==> src/rtl/idx_window_pkg.sv <==
package idx_window_pkg;
  typedef enum logic [1:0] {
    WIN_IDLE  = 2'd0,
    WIN_ARMED = 2'd1,
    WIN_HIGH  = 2'd2
  } win_state_t;
endpackage

==> src/rtl/idx_window_seq.sv <==
module idx_window_seq
  import idx_window_pkg::*;
#(
  parameter int          ADDR_W  = 16,
  parameter logic [7:0]  ARM_KEY = 8'h9F
) (
  input  logic              clk,
  input  logic              rst_n,
  input  logic              idx_we,
  input  logic              dat_we,
  input  logic [7:0]        wdata,
  output logic [ADDR_W-1:0] sel_addr,
  output logic              consume,
  output win_state_t        state
);
  localparam int HI_W = ADDR_W - 8;

  logic [HI_W-1:0] hi_q;

  // a data write is swallowed only while the window waits for its high byte
  assign consume = (state == WIN_ARMED) && dat_we;

  always_ff @(posedge clk) begin
    if (!rst_n) begin
      state    <= WIN_IDLE;
      hi_q     <= '0;
      sel_addr <= '0;
    end else begin
      unique case (state)
        WIN_IDLE: begin
          if (idx_we && (wdata == ARM_KEY)) state <= WIN_ARMED;
        end
        WIN_ARMED: begin
          if (dat_we) begin
            hi_q  <= wdata[HI_W-1:0];
            state <= WIN_HIGH;
          end
        end
        WIN_HIGH: begin
          if (idx_we) begin
            sel_addr <= {hi_q, wdata};
            state    <= WIN_IDLE;
          end
        end
        default: state <= WIN_IDLE;
      endcase
    end
  end

  p_ignore_idle_r5: assert property (@(posedge clk) disable iff (!rst_n)
    (state == WIN_IDLE && idx_we && wdata != ARM_KEY) |=> (state == WIN_IDLE));

  p_armed_hold_r5: assert property (@(posedge clk) disable iff (!rst_n)
    (state == WIN_ARMED && idx_we) |=> (state == WIN_ARMED));

  p_hold_midseq_r7: assert property (@(posedge clk) disable iff (!rst_n)
    (state != WIN_HIGH) |=> $stable(sel_addr));

  p_noinc_r6: assert property (@(posedge clk) disable iff (!rst_n)
    (!idx_we) |=> $stable(sel_addr));

  p_complete_r3: assert property (@(posedge clk) disable iff (!rst_n)
    (state == WIN_HIGH && idx_we) |=> (state == WIN_IDLE && sel_addr[7:0] == $past(wdata)));
endmodule

==> src/rtl/idx_window_store.sv <==
module idx_window_store #(
  parameter int STORE_AW = 6
) (
  input  logic                clk,
  input  logic                rst_n,
  input  logic                we,
  input  logic [STORE_AW-1:0] addr,
  input  logic [7:0]          wdata,
  output logic [7:0]          rdata
);
  localparam int DEPTH = 1 << STORE_AW;

  logic [7:0] mem [DEPTH];

  always_ff @(posedge clk) begin
    if (!rst_n) begin
      for (int i = 0; i < DEPTH; i++) mem[i] <= 8'h00;
    end else if (we) begin
      mem[addr] <= wdata;
    end
  end

  assign rdata = mem[addr];

  p_store_r4: assert property (@(posedge clk) disable iff (!rst_n)
    we |=> ((addr != $past(addr)) || (rdata == $past(wdata))));
endmodule

==> src/rtl/idx_window_top.sv <==
module idx_window_top
  import idx_window_pkg::*;
#(
  parameter int         ADDR_W   = 16,
  parameter int         STORE_AW = 6,
  parameter logic [7:0] IDX_OFS  = 8'hF4,
  parameter logic [7:0] DAT_OFS  = 8'hF5,
  parameter logic [7:0] ARM_KEY  = 8'h9F
) (
  input  logic       clk,
  input  logic       rst_n,
  input  logic [7:0] host_addr,
  input  logic       host_wr,
  input  logic [7:0] host_wdata,
  input  logic       host_rd,
  output logic [7:0] host_rdata,
  output logic       host_rvalid
);
  logic              idx_we, dat_we, consume, store_we;
  logic [ADDR_W-1:0] sel_addr;
  logic [7:0]        store_rdata;
  win_state_t        state;
  logic              unused_sel;

  assign idx_we   = host_wr && (host_addr == IDX_OFS);
  assign dat_we   = host_wr && (host_addr == DAT_OFS);
  assign store_we = dat_we && !consume;
  assign unused_sel = ^sel_addr;

  idx_window_seq #(.ADDR_W(ADDR_W), .ARM_KEY(ARM_KEY)) u_seq (
    .clk      (clk),
    .rst_n    (rst_n),
    .idx_we   (idx_we),
    .dat_we   (dat_we),
    .wdata    (host_wdata),
    .sel_addr (sel_addr),
    .consume  (consume),
    .state    (state)
  );

  idx_window_store #(.STORE_AW(STORE_AW)) u_store (
    .clk   (clk),
    .rst_n (rst_n),
    .we    (store_we),
    .addr  (sel_addr[STORE_AW-1:0]),
    .wdata (host_wdata),
    .rdata (store_rdata)
  );

  always_ff @(posedge clk) begin
    if (!rst_n) begin
      host_rdata  <= 8'h00;
      host_rvalid <= 1'b0;
    end else begin
      host_rvalid <= host_rd;
      if (host_rd) begin
        if (host_addr == DAT_OFS)      host_rdata <= store_rdata;
        else if (host_addr == IDX_OFS) host_rdata <= sel_addr[7:0];
        else                           host_rdata <= 8'h00;
      end
    end
  end

  p_rvalid_r4: assert property (@(posedge clk) disable iff (!rst_n)
    host_rd |=> host_rvalid);

  p_rvalid_low_r4: assert property (@(posedge clk) disable iff (!rst_n)
    !host_rd |=> !host_rvalid);

  p_hi_capture_r2: assert property (@(posedge clk) disable iff (!rst_n)
    (state == WIN_ARMED && dat_we) |=> (state == WIN_HIGH));

  p_other_ofs_r9: assert property (@(posedge clk) disable iff (!rst_n)
    (host_rd && host_addr != DAT_OFS && host_addr != IDX_OFS) |=> (host_rdata == 8'h00));
endmodule

==> config.mk <==
export PLATFORM = sky130hd
export DESIGN_NAME = idx_window_top
export DESIGN_NICKNAME = d
export VERILOG_FILES = /design/src/rtl/idx_window_pkg.sv /design/src/rtl/idx_window_seq.sv /design/src/rtl/idx_window_store.sv /design/src/rtl/idx_window_top.sv
export SDC_FILE = /design/constraint.sdc
export NUM_CORES = 1
export LEC_CHECK = 0
export ABC_AREA = 1
export ABC_CLOCK_PERIOD_IN_PS = 2700
export BUFFER_PORTS_ARGS = -buffer_cell sky130_fd_sc_hd__buf_4
export CAP_MARGIN = 20
export CORE_MARGIN = 3
export CORE_UTILIZATION = 53
export CTS_BUF_LIST = sky130_fd_sc_hd__clkbuf_4
export DETAILED_ROUTE_END_ITERATION = 10
export GPL_TIMING_DRIVEN = 0
export PLACE_DENSITY = 0.69
export RECOVER_POWER = 25
export SLEW_MARGIN = 20
export SYNTH_ARGS = -nofsm -noshare
export SYNTH_HDL_FRONTEND = slang
export SYNTH_SLANG_ARGS = --single-unit
==> constraint.sdc <==
create_clock -name clk -period 2.7 [get_ports clk]
set_input_delay 0.405 -clock clk [delete_from_list [all_inputs] [get_ports clk]]
set_output_delay 0.405 -clock clk [all_outputs]
set_load 0.005 [all_outputs]
# Word-level counts from Yosys, hierarchy flattened
# Memories as Yosys holds them, arrays and structs flattened. A register that Yosys moved wholly into a read port is not among the register bits.
# Cells that the tools add are included.
# op_classes
n_reduce_logical,10
eq_ne,8
n_mux,15
# op_table
cell,n
equality test 8 bit (second input constant),3
2-to-1 mux 8 bit,3
2-to-1 mux 6 bit,3
OR reduction 8 bit,1
2-to-1 mux 2 bit,3
one-hot mux 2 bit (3 select lines),1
logical AND 1 bit,5
2-to-1 mux 1 bit,5
!= test 2 x 1 -> 1 bit (second input constant),2
AND reduction 3 bit,1
equality test 2 x 1 -> 1 bit (second input constant),1
equality test 2 bit (second input constant),1
zero test 2 bit,1
!= test 2 bit (second input constant),1
AND reduction 2 bit,1
zero test 1 bit,1
# totals
input_bits,20
register_bits,19
out_inout_bits,9
wordCells,38
ram_bits,512
memories,1
# mem_list
name,depth,width,read_ports,rd_clocked_by_memory_dff,write_ports,line_no,text
u_store.mem,64,8,1,1,64,idx_window_store.sv:13,logic [7:0] mem [DEPTH];

# Depth between registers and ports, before layout
# depth
depth_word,10
mapped_depth,14
mapped_depth_nobuf,11

# Modules after synthesis
# From an unflattened synthesis, not the netlist that was laid out.
# hier_totals
hier_cells,3018
area_unflattened_um2,25839.8
# modules_own_cells
module,seq_area_each_um2,instances,area_per_inst_um2,cells_each
idx_window_store,15374.7,1,24324.6,2807
idx_window_seq,520.5,1,967.2,123
idx_window_top,180.2,1,548.0,88

# Worst setup path before layout
# OpenSTA, ideal clock, no wires.
# synth_timing
path_kind,input to register
startpoint,input port host_addr[6]
endpoint,memory u_store.mem[32][0] (enable)
required_time_ps,2371
arrival_ps,2028
n_path_buf,0
setup_time_ps,329
stages,10
slack_ps,343
path_cell_list,nand4_1 inv_1 nand2_1 nor3_4 nand2_1 nor3_2 nand2_1 nor2_4 nand2_2 nand2_1
# synth_lines
item,line_no,text
"start, declared",idx_window_top.sv:12,"input logic [7:0] host_addr,"
"end, declared",idx_window_store.sv:13,

==> flow_metrics.env <==
export IMPL_die_area_um2=48900
export IMPL_ys_seq_area_frac=0.647
export IMPL_wl_met2_mm=41.6
export IMPL_antenna_found_initial=5
export IMPL_syn_inst=2563
export IMPL_top_layer="met5"
export IMPL_instances_no_fill=3477
export IMPL_synth_area_um2=24600
export IMPL_wl_met3_mm=13.4
export IMPL_hold_viol=8
export IMPL_syn_to_final_growth_pct=13.5
export IMPL_ios=29
export IMPL_arrival_ps=3630
export IMPL_async_flop_share=0
export IMPL_synth_flop_cell="edfxtp_1"
export IMPL_worstMarginPinSlew_ps=1230
export IMPL_finalSetupViolations=1
export IMPL_post_route_period_util=1.00
export IMPL_drc_errors=0
export IMPL_grt_pass1_vias=19800
export IMPL_required_ps=3630
export IMPL_ir_drop_v=0.000415
export IMPL_num_rows=78
export IMPL_rrSetupSlack_ps=-4
export IMPL_grt_max_degree=17
export IMPL_finalClockSkew_ps=38.1
export IMPL_die_h_um=221
export IMPL_rsz0062_at_grt="yes"
export IMPL_postRouteAntennaNets=0
export IMPL_yosys_warnings=0
export IMPL_io_buffer_count=27
export IMPL_gr_total_overflow=0
export IMPL_violations="hold timing, setup timing"
export IMPL_core_um2=45600
export IMPL_cts_sinks=537
export IMPL_insertion_delay_ps=1060
export IMPL_postLayoutCoreUtil=0.611
export IMPL_path_max_fanout=10
export IMPL_wire_per_inst_um=27.4
export IMPL_clkSlewWorstSetupHoldPaths_ps=70
export IMPL_routed_via_density=6.08
export IMPL_cts_tree="done"
export IMPL_dr_pass1_iters=6
export IMPL_grt_usage=0.384
export IMPL_ys_seq_elements=537
export IMPL_drtIter0Drc=3439
export IMPL_min_path_type="input port to register"
export IMPL_syn_nets=2583
export IMPL_pwr_density_cell_nw_per_um2=641
export IMPL_dp_cells=3191
export IMPL_fmax_ghz=0.370
export IMPL_die_x_um=221
export IMPL_clock_path_buffers=3
export IMPL_nFillCells=3912
export IMPL_finalNetCount=2783
export IMPL_p_leak_nw=11.5
export IMPL_grt_pass1_wl_mm=132
export IMPL_synth_edff_count=512
export IMPL_cts_hold_buffers=17
export IMPL_worst_slack_ps=-3.63
export IMPL_avgSynthCellArea_um2=9.58
export IMPL_dp_hpwl_mm=63.4
export IMPL_worstSetupPathType="register to register"
export IMPL_cts_root_buf="clkbuf_4"
export IMPL_outcome="complete, but fails checks"
export IMPL_whs_ps=-299
export IMPL_start_util=0.539
export IMPL_end_kind="register"
export IMPL_wirelength_met1_mm=33.8
export IMPL_h_tree_depth=4
export IMPL_drive_above_1_share=0.150
export IMPL_slew_viol_final=0
export IMPL_drt_wl_total_mm=95.4
export IMPL_total_power_w=0.0179
export IMPL_synthDistinctLibCells=23
export IMPL_worst_setup_path_start_kind="register"
export IMPL_gp_congestion=1.04
export IMPL_cts_made_buffers=144
export IMPL_via_count=21100
export IMPL_cap_violations=0
export IMPL_period_minus_slack_ps=2700
export IMPL_relSlewSlack=0.183
[path summary, 6_finish.rpt]
path / start / endpoint / cells after the start
worst min-delay path: host_addr[1] / host_rdata[6]$_SDFFE_PN0P_ / 4
worst max-delay path: register / host_rdata[0]$_SDFFE_PN0P_ / 11
worst min register to register: u_seq.sel_addr[6]$_SDFFE_PN0P_ / u_seq.sel_addr[6]$_SDFFE_PN0P_ / 2
worst max register to register: register / host_rdata[0]$_SDFFE_PN0P_ / 11
[cell families (layout without fill, tap and decap cells)]
| logic type | Yosys count | in the layout | synth area share |
|---|---|---|---|
| buffers and inverters | 214 | 515 | 0.0399 |
| AND/OR/NAND/NOR | 1769 | 1769 | 0.305 |
| other | 0 | 13 | 0 |
| AO/OA/AOI/OAI | 43 | 43 | 0.00877 |
| flip-flops | 537 | 537 | 0.647 |
[state kept, by name (all words and copies together), names as in the netlist, named ones only]
register	count
u_store.mem	512
host_rdata	8
u_seq.sel_addr	8
u_seq.state	2
host_rvalid	1
[cell usage after synthesis (18+ instances only)]
master           n  area, um2
edfxtp_1       512      15400
nor2_1         516       1940
o21ai_0         25        125
a21oi_1         18       90.1
buf_2           32        160
clkbuf_1        97        364
inv_1           31        116
buf_1           21       78.8
dlygate4sd1_1   23        201
nand2_1        733       2750
dfxtp_1         25        500
nand2_2         64        400
nand3_1        433       2170
[where the power goes]
part           switching [W]  total, W  internal (W)
Clock                0.00358   0.00771       0.00413
Sequential         0.0000862   0.00944       0.00935
Combinational       0.000569  0.000726      0.000157
[per-stage QoR]
step / instance area [um2] / setup WS [ps] / hold slack [ps] / TNS [ps]
finish: 27900 / -3.63 / -299 / -3.63
floorplan: 24600 / 343 / 424 / 0
CTS: 27700 / 2.84 / -337 / 0
detailed placement: 25500 / -724 / 457 / -412580
global placement: 25500 / -669 / 455 / -351120
global route: 27900 / -9.08 / -280 / -20.9
[final cells by class]
class,count,area [um2],area share
diodes,13,32.5,0.00117
well taps,600,751,0.0269
plain buffers,177,1050,0.0377
inverters,37,139,0.00498
multi-input cells,1812,7620,0.273
repair buffers,54,519,0.0186
flip-flops and latches,537,15900,0.570
clock inverters,43,349,0.0125
clock buffers,204,1530,0.0550
[timing repair]
| action | in CTS | in global routing |
|---|---|---|
| endpoints found under the setup margin | 13 | 224 |
| gates resized for setup | 86 | 95 |
| endpoints found under the hold margin | 45 | 8 |
| buffers inserted | 0 | 9 |
| pin swaps | 0 | 5 |
[critical path: stages, from the launching register on]
cell,delay [ps]
dfxtp_1,440
clkbuf_1,430
clkdlybuf4s15_2,630
nand3_1,160
nand3_1,150
nand2_1,80
nand2_1,60
nand3_1,220
nand3_1,140
nand2_1,120
nand2_1,90
a21oi_1,60
[cells in the final DEF, fill, tap and decap left out, types with 31 or more instances in the layout]
cell type,Yosys,final
nand2_1,733,762
nor2_1,516,521
edfxtp_1,512,512
nand3_1,433,433
clkbuf_4,0,232
buf_2,32,47
clkbuf_2,0,42
nand2_2,64,35
inv_1,31,31
clkinv_1,3,31
[routing by layer]
layer  vias up  track usage
met5         -            0
met4         4        0.253
met3       358        0.121
met2      1635        0.571
met1     10000        0.486
li1       9096            -
Power figures use the tool's default switching activity.
